<file path="src/rtl/oneshot_pkg.sv">
package oneshot_pkg;

  typedef struct packed {
    logic       irq_en;
    logic [1:0] clk_sel;
    logic       mode_en;
    logic       out_en;
    logic       lvl_after;
    logic       lvl_during;
    logic       rise_sel;
  } ctrl_t;

  localparam logic [2:0] A_CTRL = 3'd0;
  localparam logic [2:0] A_STAT = 3'd1;
  localparam logic [2:0] A_CAPH = 3'd2;
  localparam logic [2:0] A_CAPL = 3'd3;
  localparam logic [2:0] A_CMPH = 3'd4;
  localparam logic [2:0] A_CMPL = 3'd5;
  localparam logic [2:0] A_CNTH = 3'd6;
  localparam logic [2:0] A_CNTL = 3'd7;

  localparam logic [1:0] CLK_EXT = 2'd3;

endpackage

</file>
<file path="src/rtl/os_sync_edge.sv">
module os_sync_edge #(
  parameter int STAGES = 2
) (
  input  logic clk,
  input  logic rst_n,
  input  logic async_i,
  input  logic rise_sel_i,
  output logic edge_o
);

  logic [STAGES-1:0] sync_q;
  logic              prev_q;
  logic              level;

  // Synchroniser chain, one flop per stage.
  generate
    for (genvar i = 0; i < STAGES; i++) begin : g_stage
      if (i == 0) begin : g_first
        always_ff @(posedge clk or negedge rst_n) begin
          if (!rst_n) sync_q[0] <= 1'b0;
          else        sync_q[0] <= async_i;
        end
      end else begin : g_next
        always_ff @(posedge clk or negedge rst_n) begin
          if (!rst_n) sync_q[i] <= 1'b0;
          else        sync_q[i] <= sync_q[i-1];
        end
      end
    end
  endgenerate

  assign level = sync_q[STAGES-1];

  always_ff @(posedge clk or negedge rst_n) begin
    if (!rst_n) prev_q <= 1'b0;
    else        prev_q <= level;
  end

  always_comb begin
    if (rise_sel_i) edge_o = level & ~prev_q;
    else            edge_o = ~level & prev_q;
  end

  // a selected rising edge is a single-cycle event.
  p_single_edge_r2: assert property (@(posedge clk) disable iff (!rst_n)
    (edge_o && rise_sel_i) |=> !(edge_o && rise_sel_i));

endmodule

</file>
<file path="src/rtl/os_prescaler.sv">
module os_prescaler #(
  parameter int DIV_W = 3
) (
  input  logic       clk,
  input  logic       rst_n,
  input  logic [1:0] sel_i,
  input  logic       ext_tick_i,
  output logic       tick_o
);

  import oneshot_pkg::*;

  logic [DIV_W-1:0] div_q, div_d;
  logic [DIV_W-1:0] mask;

  always_comb begin
    div_d = div_q + 1'b1;
  end

  always_ff @(posedge clk or negedge rst_n) begin
    if (!rst_n) div_q <= '0;
    else        div_q <= div_d;
  end

  // Codes 0..2 give a period of 2^(code+1).
  always_comb begin
    mask = '0;
    for (int b = 0; b < DIV_W; b++) begin
      if (b <= int'(sel_i)) mask[b] = 1'b1;
    end
    if (sel_i == CLK_EXT) tick_o = ext_tick_i;
    else                  tick_o = ((div_q & mask) == mask);
  end

  // an internal rate never ticks on two back-to-back cycles.
  p_tick_gap_r8: assert property (@(posedge clk) disable iff (!rst_n)
    (tick_o && sel_i != CLK_EXT) |=>
      (!tick_o || sel_i == CLK_EXT || sel_i != $past(sel_i)));

endmodule

</file>
<file path="src/rtl/os_pulse_core.sv">
module os_pulse_core #(
  parameter int               CNT_W     = 16,
  parameter logic [CNT_W-1:0] PRESET    = 16'hFFFC,
  parameter logic [CNT_W-1:0] CAP_FIXED = 16'hFFFD
) (
  input  logic             clk,
  input  logic             rst_n,
  input  logic             tick_i,
  input  logic             trig_i,
  input  logic             mode_en_i,
  input  logic [CNT_W-1:0] cmp_i,
  input  logic             lvl_during_i,
  input  logic             lvl_after_i,
  output logic [CNT_W-1:0] cnt_o,
  output logic [CNT_W-1:0] cap_o,
  output logic             out_o
);

  logic [CNT_W-1:0] cnt_q, cnt_d;
  logic [CNT_W-1:0] cap_q, cap_d;
  logic             out_q, out_d;
  logic             hit;

  assign hit = mode_en_i && (cnt_q == cmp_i);

  always_comb begin
    cnt_d = cnt_q;
    cap_d = cap_q;
    out_d = out_q;
    if (trig_i) begin
      cnt_d = PRESET;
      cap_d = CAP_FIXED;
      out_d = lvl_during_i;
    end else begin
      if (tick_i) cnt_d = cnt_q + 1'b1;
      if (hit)    out_d = lvl_after_i;
    end
  end

  always_ff @(posedge clk or negedge rst_n) begin
    if (!rst_n) begin
      cnt_q <= '0;
      cap_q <= '0;
      out_q <= 1'b0;
    end else begin
      cnt_q <= cnt_d;
      cap_q <= cap_d;
      out_q <= out_d;
    end
  end

  assign cnt_o = cnt_q;
  assign cap_o = cap_q;
  assign out_o = out_q;

  p_preset_load_r3: assert property (@(posedge clk) disable iff (!rst_n)
    trig_i |=> (cnt_q == PRESET && cap_q == CAP_FIXED));
  p_during_level_r4: assert property (@(posedge clk) disable iff (!rst_n)
    trig_i |=> (out_q == $past(lvl_during_i)));
  p_after_level_r4: assert property (@(posedge clk) disable iff (!rst_n)
    (!trig_i && mode_en_i && cnt_q == cmp_i) |=> (out_q == $past(lvl_after_i)));

endmodule

</file>
<file path="src/rtl/oneshot_timer.sv">
module oneshot_timer #(
  parameter int               CNT_W       = 16,
  parameter logic [CNT_W-1:0] PRESET      = 16'hFFFC,
  parameter logic [CNT_W-1:0] CAP_FIXED   = 16'hFFFD,
  parameter int               SYNC_STAGES = 2,
  parameter int               DIV_W       = 3
) (
  input  logic       clk,
  input  logic       rst_n,
  input  logic       cap_i,
  input  logic       ext_tick_i,
  input  logic [2:0] addr_i,
  input  logic       wr_en_i,
  input  logic       rd_en_i,
  input  logic [7:0] wdata_i,
  output logic [7:0] rdata_o,
  output logic       pulse_o,
  output logic       irq_o
);

  import oneshot_pkg::*;

  localparam int BYTE_W = 8;

  ctrl_t            ctrl_q, ctrl_d;
  logic [CNT_W-1:0] cmp_q, cmp_d;
  logic             flag_q, flag_d;
  logic             armed_q, armed_d;
  logic             edge_s, trig, tick, out_lvl;
  logic             stat_rd, capl_acc;
  logic [CNT_W-1:0] cnt, cap;

  os_sync_edge #(.STAGES(SYNC_STAGES)) u_edge (
    .clk(clk), .rst_n(rst_n), .async_i(cap_i),
    .rise_sel_i(ctrl_q.rise_sel), .edge_o(edge_s)
  );

  os_prescaler #(.DIV_W(DIV_W)) u_presc (
    .clk(clk), .rst_n(rst_n), .sel_i(ctrl_q.clk_sel),
    .ext_tick_i(ext_tick_i), .tick_o(tick)
  );

  assign trig = edge_s & ctrl_q.mode_en;

  os_pulse_core #(.CNT_W(CNT_W), .PRESET(PRESET), .CAP_FIXED(CAP_FIXED)) u_core (
    .clk(clk), .rst_n(rst_n), .tick_i(tick), .trig_i(trig),
    .mode_en_i(ctrl_q.mode_en), .cmp_i(cmp_q),
    .lvl_during_i(ctrl_q.lvl_during), .lvl_after_i(ctrl_q.lvl_after),
    .cnt_o(cnt), .cap_o(cap), .out_o(out_lvl)
  );

  assign stat_rd  = rd_en_i && (addr_i == A_STAT);
  assign capl_acc = (rd_en_i || wr_en_i) && (addr_i == A_CAPL);

  always_comb begin
    ctrl_d  = ctrl_q;
    cmp_d   = cmp_q;
    flag_d  = flag_q;
    armed_d = armed_q;
    if (wr_en_i) begin
      case (addr_i)
        A_CTRL:  ctrl_d = ctrl_t'(wdata_i);
        A_CMPH:  cmp_d[CNT_W-1 -: BYTE_W] = wdata_i;
        A_CMPL:  cmp_d[BYTE_W-1:0] = wdata_i;
        default: ;
      endcase
    end
    if (trig) begin
      flag_d  = 1'b1;
      armed_d = 1'b0;
    end else if (armed_q && capl_acc) begin
      flag_d  = 1'b0;
      armed_d = 1'b0;
    end else if (stat_rd && flag_q) begin
      armed_d = 1'b1;
    end
  end

  always_ff @(posedge clk or negedge rst_n) begin
    if (!rst_n) begin
      ctrl_q  <= '0;
      cmp_q   <= '0;
      flag_q  <= 1'b0;
      armed_q <= 1'b0;
    end else begin
      ctrl_q  <= ctrl_d;
      cmp_q   <= cmp_d;
      flag_q  <= flag_d;
      armed_q <= armed_d;
    end
  end

  always_comb begin
    case (addr_i)
      A_CTRL:  rdata_o = ctrl_q;
      A_STAT:  rdata_o = {flag_q, 7'b0};
      A_CAPH:  rdata_o = cap[CNT_W-1 -: BYTE_W];
      A_CAPL:  rdata_o = cap[BYTE_W-1:0];
      A_CMPH:  rdata_o = cmp_q[CNT_W-1 -: BYTE_W];
      A_CMPL:  rdata_o = cmp_q[BYTE_W-1:0];
      A_CNTH:  rdata_o = cnt[CNT_W-1 -: BYTE_W];
      default: rdata_o = cnt[BYTE_W-1:0];
    endcase
  end

  assign pulse_o = ctrl_q.out_en & out_lvl;
  assign irq_o   = ctrl_q.irq_en & flag_q;

  // the flag only falls on an armed capture-low access.
  p_flag_clear_r7: assert property (@(posedge clk) disable iff (!rst_n)
    $fell(flag_q) |-> $past(armed_q && capl_acc));
  // the flag only rises while one-shot mode is on.
  p_flag_mode_r10: assert property (@(posedge clk) disable iff (!rst_n)
    $rose(flag_q) |-> $past(ctrl_q.mode_en));
  // a trigger leaves no pending clear behind.
  p_trig_disarm_r11: assert property (@(posedge clk) disable iff (!rst_n)
    trig |=> (flag_q && !armed_q));

endmodule

</file>
<file path="config.mk">
export PLATFORM = sky130hd
export DESIGN_NAME = oneshot_timer
export DESIGN_NICKNAME = d
export VERILOG_FILES = /design/src/rtl/oneshot_pkg.sv /design/src/rtl/os_sync_edge.sv /design/src/rtl/os_prescaler.sv /design/src/rtl/os_pulse_core.sv /design/src/rtl/oneshot_timer.sv
export SDC_FILE = /design/constraint.sdc
export NUM_CORES = 1
export LEC_CHECK = 0
export BUFFER_PORTS_ARGS = -buffer_cell sky130_fd_sc_hd__buf_2
export CAP_MARGIN = 20
export CORE_AREA = 5 5 89 91
export CTS_BUF_LIST = sky130_fd_sc_hd__clkbuf_4 sky130_fd_sc_hd__clkbuf_8
export CTS_CLUSTER_DIAMETER = 100
export DETAILED_ROUTE_END_ITERATION = 8
export DIE_AREA = 0 0 94 96
export PLACE_DENSITY = 0.55
export SLEW_MARGIN = 20
export SYNTH_ARGS = -nofsm -noshare
export SYNTH_HDL_FRONTEND = slang
export SYNTH_SLANG_ARGS = --single-unit
</file>
<file path="constraint.sdc">
create_clock -name clk -period 2.1 [get_ports clk]
set_clock_uncertainty 0.15 [all_clocks]
set_input_delay 0.315 -clock clk [delete_from_list [all_inputs] [get_ports clk]]
set_output_delay 0.315 -clock clk [all_outputs]
set_load 0.005 [all_outputs]
</file>
==> results of run 1 <==
-- cells by family (layout without fill, tap and decap cells) --
family                     Yosys count  after routing  synth area share
AOI/OAI and AO/OA                   64             64             0.152
buffers and inverters               16             58            0.0262
xor gates and xnor gates            18             18            0.0580
muxes                               29             29             0.123
adders and majority gates            2              2           0.00921
DFF                                 50             50             0.460
and+or+nand+nor                     83             83             0.170
-- power by group through the flow --
stage          Combinational, mW  Clock, mW  Sequential [mW]
3_5_place_dp                1.27          0             1.51
2_1_floorplan              0.927          0             1.41
6_report                    1.34      0.612             1.50
4_1_cts                     1.28      0.636             1.49
3_3_place_gp                1.26          0             1.51
5_1_grt                     1.48      0.676             1.53
-- per-stage QoR --
stage	power [mW]	hold slack (ns)	std cells
2_1_floorplan	2.34	-0.131	262
3_3_place_gp	2.77	0.181	391
5_1_grt	3.69	0.103	403
6_report	3.45	0.110	403
4_1_cts	3.41	0.105	401
3_5_place_dp	2.78	0.177	391
-- final cells by class --
type	instances	area, um2	share of cell area
multi-input cells	196	1450	0.442
flip-flops and latches	50	1250	0.383
repair buffers	48	342	0.104
well taps	99	124	0.0378
clock buffers	6	82.6	0.0252
clock inverters	2	16.3	0.00497
inverters	2	7.51	0.00229
-- metal layers --
layer | wire length, um | GRT usage
met5 | 0 | 0
met4 | 159 | 0.0385
met3 | 257 | 0.0227
met2 | 3270 | 0.273
met1 | 3240 | 0.227
-- registers in the layout, indices dropped and copies added, names as in the netlist, 3 cells and up --
name	flops
cmp_q	16
u_core.cnt_o	16
ctrl_q	8
u_presc.div_q	3
-- cell usage after synthesis (2+ instances only) --
cell type	count	share of area
or3_1	2	0.0046
dfrtp_1	50	0.46
nor2b_1	2	0.0046
and3_1	5	0.012
o21ai_0	21	0.039
and2_1	4	0.0092
a21oi_1	10	0.018
xnor2_1	14	0.045
a22oi_1	5	0.014
ha_1	2	0.0092
or4_1	8	0.022
a221oi_1	6	0.019
a32o_1	3	0.011
mux2_2	26	0.11
nand3_1	13	0.024
nor2_1	13	0.018
o21a_1	2	0.0055
nand4_1	5	0.012
and4_2	2	0.0074
nand2b_1	3	0.0069
nor3_1	3	0.0055
mux2i_1	2	0.0074
buf_2	6	0.011
xor2_1	4	0.013
o21ai_1	2	0.0037
nand2_1	17	0.023
a31oi_1	4	0.0092
o31ai_1	7	0.019
clkbuf_1	7	0.0097
inv_1	2	0.0028
-- placed cells by master, fill, tap and decap left out, types with 3 or more instances in the layout --
cell	count
o21ai_0	15
a221oi_1	3
xnor2_1	13
dfrtp_1	48
nand2_1	17
and2_1	4
nor3_1	3
a21oi_1	10
buf_12	3
a221oi_2	3
mux2_2	25
o21ai_1	6
buf_4	16
and3_1	5
nor2_1	13
buf_2	26
a31oi_1	4
clkbuf_8	6
nand4_1	5
nand3_1	13
xor2_1	4
o31ai_1	7
or4_1	8
a22oi_1	5
-- final timing paths --
path | startpoint | end
setup / recovery | cmp_q[15]$_DFFE_PN0P_ | rdata_o[7]
hold / removal | wdata_i[1] | cmp_q[9]$_DFFE_PN0P_
setup reg to reg | u_core.cnt_o[6]$_DFFE_PN0P_ | u_core.cnt_o[15]$_DFFE_PN0P_
hold reg to reg | u_edge.sync_q[0]$_DFF_PN0_ | u_edge.level$_DFF_PN0_
max in group asynchronous | rst_n | u_core.out_o$_DFFE_PN0P_
min in group asynchronous | rst_n | u_core.cnt_o[6]$_DFFE_PN0P_
-- timing repair --
| item | in CTS | in global routing |
|---|---|---|
| pin swaps | 0 | 1 |
| hold buffers | 2 | 0 |
| setup buffers | 0 | 2 |
| setup endpoints to repair | 1 | 9 |
| gates resized for setup | 1 | 18 |
| hold endpoints to repair | 21 | 0 |
-- worst register-to-register path, stage by stage, from the launching register on --
cell and delay (ns):
dfrtp_1 0.47, and4_4 0.30, and3_1 0.30, nand2_1 0.13
o21a_1 0.18, or3_1 0.34
==> reports/results.txt, run 1 <==
max-slew violations -> 0
maxcap violations -> 0
post-synthesis instance area -> 2720 um2
H-tree Lvls -> 2
filler instances -> 700
slowest CP cell -> mux4_2
worst IR drop on VDD -> 0.457 mV
DRT Pass-1 Iters -> 4
grt ovf -> 0
post-layout util -> 0.464
net count after synthesis -> 281
Site Rows -> 31
Final Hold Fails -> 0
first-pass GRT wire length -> 11600 um
DRC -> 0
drt via density -> 5.61
Avg Cell Area, Syn -> 10.4 um2
Initial Util -> 0.385
final wirelength -> 6940 um
GRT Overall Usage -> 0.164
final setup vio count -> 0
Yosys reg bits -> 50
die width -> 94 um
CTS max path bufs -> 2
worst-path cell chain -> mux4_2 -> mux2_4 -> buf_2
# clock sinks -> 50
RSZ-0062 raised after global routing -> yes
Largest stage delay, worst path -> 0.48 ns
Clk pin slew, worst setup/hold paths -> 0.10 ns
post-route minimum period -> 2.06 ns
TNS Setup -> 0 ns
post-DP HPWL -> 5180 um
sequential area share after synthesis -> 0.460
r2r setup slk -> 0.10 ns
worst-margin pin slew -> 0.547 ns
final net count -> 322
Worst Slack Setup Final -> 0.0402 ns
Pwr Density -> 1050 nW/um2
post-place setup slack -> 0.104 ns
status -> complete, no violations
number of global-route vias before repair -> 2283
final instance area -> 3270 um2
Post-synth EDFFs -> 0
Seq pwr share -> 0.435
Unique masters post-synth -> 42
Hold Path Stages -> 2
CTS tree -> built
switching share of power -> 0.378
Cell Int Power -> 2.15 mW
GP Congestion -> 0.928
Clk Latency, worst-skew pair -> 0.31 ns
crit start category -> flop
Syn Inst Count -> 262
CP required -> 1.63 ns
I/O pin total -> 27
Syn. warnings -> 0
fraction of layout cells with a size suffix above 1 -> 0.322
Synth async-reset ratio -> 1.00
Sw Pwr -> 1.30 mW
die height -> 96 um
core area -> 7060 um2
Logic pwr share -> 0.387
CP delay by family, top -> multiplexers
port bufs -> 26
Max Fanout on Critical Path -> 3
CP endpoint kind -> output pin
critical path arrival -> 1.59 ns
pin count of the biggest net entering global routing -> 31
Inserted Clock Buffers -> 5
Hold Crit Class -> input port to flop
CP bufs+invs -> 1
Setup CP Type -> flop to output pin
DP Area -> 3080 um2
routed vias -> 2259
ys flop type -> dfrtp_1
number of cells on the critical path -> 3
Area Overhead vs Synth -> 20.5%
root buffer cell -> clkbuf_8
DR WL/cell -> 17.2 um
Rel. slew slack -> 0.633
n_diodes -> 0
Leakage Power -> 1.33 nW
Final ANT Viol Nets -> 0
FF-to-FF path depth -> 5
Starting DRT DRC Count -> 184
max frequency -> 485 MHz
clock network fraction of total power -> 0.177
Tcrit/Tclk final -> 0.981
initial antenna violation count -> 0
DIE AREA -> 9020 um2
Note: power is estimated with default switching activity, not from simulation.
==> inputs of run 2 (changes only) <==
--- a/config.mk
+++ b/config.mk
@@ -7,13 +7,14 @@
 export LEC_CHECK = 0
 export BUFFER_PORTS_ARGS = -buffer_cell sky130_fd_sc_hd__buf_2
 export CAP_MARGIN = 20
-export CORE_AREA = 5 5 89 91
+export CORE_AREA = 5 5 93 95
 export CTS_BUF_LIST = sky130_fd_sc_hd__clkbuf_4 sky130_fd_sc_hd__clkbuf_8
 export CTS_CLUSTER_DIAMETER = 100
 export DETAILED_ROUTE_END_ITERATION = 8
-export DIE_AREA = 0 0 94 96
-export PLACE_DENSITY = 0.55
+export DIE_AREA = 0 0 98 100
+export PLACE_DENSITY = 0.54
 export SLEW_MARGIN = 20
 export SYNTH_ARGS = -nofsm -noshare
 export SYNTH_HDL_FRONTEND = slang
+export SYNTH_HIERARCHICAL = 1
 export SYNTH_SLANG_ARGS = --single-unit
==> reports/results.txt, run 2 <==
worst IR drop on VDD -> 0.434 mV
sequential area share after synthesis -> 0.422
die width -> 98 um
root buffer cell -> clkbuf_8
crit start category -> flop
Sw Pwr -> 1.25 mW
grt ovf -> 0
initial antenna violation count -> 0
post-DP HPWL -> 5210 um
Syn Inst Count -> 275
Max Fanout on Critical Path -> 5
Clk Latency, worst-skew pair -> 0.31 ns
die height -> 100 um
commonest non-fill, non-tap cell in the layout -> dfrtp_1
net count after synthesis -> 294
Setup CP Type -> flop to output pin
fraction of layout cells with a size suffix above 1 -> 0.381
I/O pin total -> 27
Tcrit/Tclk final -> 1.01
final std cells w/o fill -> 414
post-route minimum period -> 2.11 ns
maxcap violations -> 0
Hold Crit Class -> input port to flop
Total Power -> 3.65 mW
final hold slack -> 0.111 ns
commonest non-fill, non-tap cells in the layout -> dfrtp_1, mux2_2, buf_2
DRT Pass-1 Iters -> 5
number of global-route vias before repair -> 2176
CP endpoint kind -> output pin
Most Frequent Cell on Critical Path -> a221oi_2
max-slew violations -> 0
CP required -> 1.63 ns
Final ANT Viol Nets -> 0
failing checks -> setup timing
area fraction of the dominant cell type after synthesis -> 0.422
Seq pwr share -> 0.405
DRC -> 0
Initial Util -> 0.388
Inserted Clock Buffers -> 5
DIE AREA -> 9800 um2
final net count -> 330
Largest stage delay, worst path -> 0.46 ns
GRT Overall Usage -> 0.146
# clock sinks -> 50
Clk pin slew, worst setup/hold paths -> 0.10 ns
CP bufs+invs -> 2
slowest CP cell -> dfrtp_2
filler instances -> 728
Worst Slack Setup Final -> -0.0126 ns
Post-synth top cells -> dfrtp_1, mux2_2, xnor2_1, buf_4
CTS max path bufs -> 2
clock network fraction of total power -> 0.224
RSZ-0062 raised after global routing -> yes
port bufs -> 26
FF+latch area -> 1250 um2
multi-input logic area -> 1570 um2
most common cell in the netlist -> dfrtp_1
CP delay by family, top -> flip-flops
Logic pwr share -> 0.371
max frequency -> 473 MHz
Starting DRT DRC Count -> 106
Post-synth EDFFs -> 0
core area -> 7650 um2
Final Hold Fails -> 0
Site Rows -> 32
worst-path cell chain -> buf_6 -> mux2_4 -> a221oi_2 -> a221oi_2 -> buf_2
post-synth top area cell -> dfrtp_1
pin count of the biggest net entering global routing -> 51
H-tree Lvls -> 2
final setup vio count -> 2
status -> finished with violations
CTS tree -> built
post-place setup slack -> 0.0459 ns
n_diodes -> 0
ys flop type -> dfrtp_1
Area Overhead vs Synth -> 18.1%
Leakage Power -> 1.45 nW
DR WL/cell -> 17.2 um
Cell Int Power -> 2.40 mW
Avg Cell Area, Syn -> 10.8 um2
final wirelength -> 7130 um
post-synthesis instance area -> 2960 um2
GP Congestion -> 0.854
Syn. warnings -> 6
routed vias -> 2174
Pwr Density -> 1040 nW/um2
critical path arrival -> 1.65 ns
Area contributors post-synth -> dfrtp_1, mux2_2, xnor2_1
Synth async-reset ratio -> 1.00
first-pass GRT wire length -> 11600 um
dpl cells -> 400
switching share of power -> 0.344
Unique masters post-synth -> 53
Yosys reg bits -> 50
drt via density -> 5.25
==> run 2: changes by cell type after synthesis, moves of 8 or more <==
cell / change
mux2_2: +8
xnor2_1: +8
buf_4: +16
o21ai_0: -16
mux2i_1: +8
nand2b_1: +12
nand3_1: -8
==> run 2: repair_timing <==
| item | CTS | global route |
|---|---|---|
| resized for setup | 2 | 20 |
| hold buffers | 2 | 0 |
| setup buffers | 1 | 3 |
| gates cloned | 0 | 0 |
| endpoints found under the setup margin | 6 | 14 |
| endpoints found under the hold margin | 51 | 0 |
| pin swaps | 0 | 4 |
==> run 2: area by class of cell <==
class | count | area share
Timing Repair Buffer | 56 | 0.113
Multi-Input combinational cell | 193 | 0.448
Tap cell | 102 | 0.0365
Clock buffer | 5 | 0.0197
Clock inverter | 3 | 0.0197
Inverter | 5 | 0.00536
Sequential cell | 50 | 0.358
==> run 2: worst paths after layout <==
check | from | end | slack (ns) | depth (start not counted)
max | u_core/cap_o[0]$_DFFE_PN0P_ | rdata_o[0] | -0.01 | 5
min | wdata_i[6] | cmp_q[6]$_DFFE_PN0P_ | 0.11 | 2
max reg2reg | u_edge/level$_DFF_PN0_ | u_core/cnt_o[15]$_DFFE_PN0P_ | 0.10 | 7
min reg2reg | u_edge/sync_q[0]$_DFF_PN0_ | u_edge/level$_DFF_PN0_ | 0.24 | 0
max in group asynchronous | rst_n | u_core/cap_o[0]$_DFFE_PN0P_ | 1.19 | 3
min in group asynchronous | rst_n | u_presc/div_q[2]$_DFF_PN0_ | 0.36 | 3
==> run 2: metal layers <==
metal,up-vias,track usage,share of wire,wire length [um]
met3,5,0.0285,0.049,346
li1,1038,-,-,-
met4,0,0.0383,0.0095,68
met5,-,0,0,0
met2,54,0.231,0.46,3300
met1,1077,0.206,0.48,3410
==> run 2: power groups by stage <==
stage,Sequential [mW],Clock (mW),Combinational [mW]
floorplan,1.45,0,0.864
global placement,1.49,0,1.29
detailed placement,1.49,0,1.30
CTS,1.48,0.831,1.31
global route,1.51,0.869,1.50
finish,1.48,0.816,1.35
==> run 2: metrics by stage <==
step	util	area [um2]	TNS (ns)
after floorplan	-	2960	0
after global placement	0.424	3240	0
after detailed placement	0.424	3240	0
after CTS	0.446	3410	-0.0204
after global routing	0.458	3500	-0.189
final	0.458	3500	-0.0209
==> run 2: cell families (layout without fill, tap and decap cells) <==
family / Yosys count / after routing / share of synthesized area
AO/OA/AOI/OAI: 34 / 34 / 0.0840
XOR/XNOR: 29 / 29 / 0.0857
adder cells (fa/ha/maj): 2 / 2 / 0.00844
buffers and inverters: 32 / 69 / 0.0688
flip-flops: 50 / 50 / 0.422
multiplexers: 44 / 44 / 0.163
other: 1 / 1 / 0.00127
AND/OR/NAND/NOR: 83 / 83 / 0.167
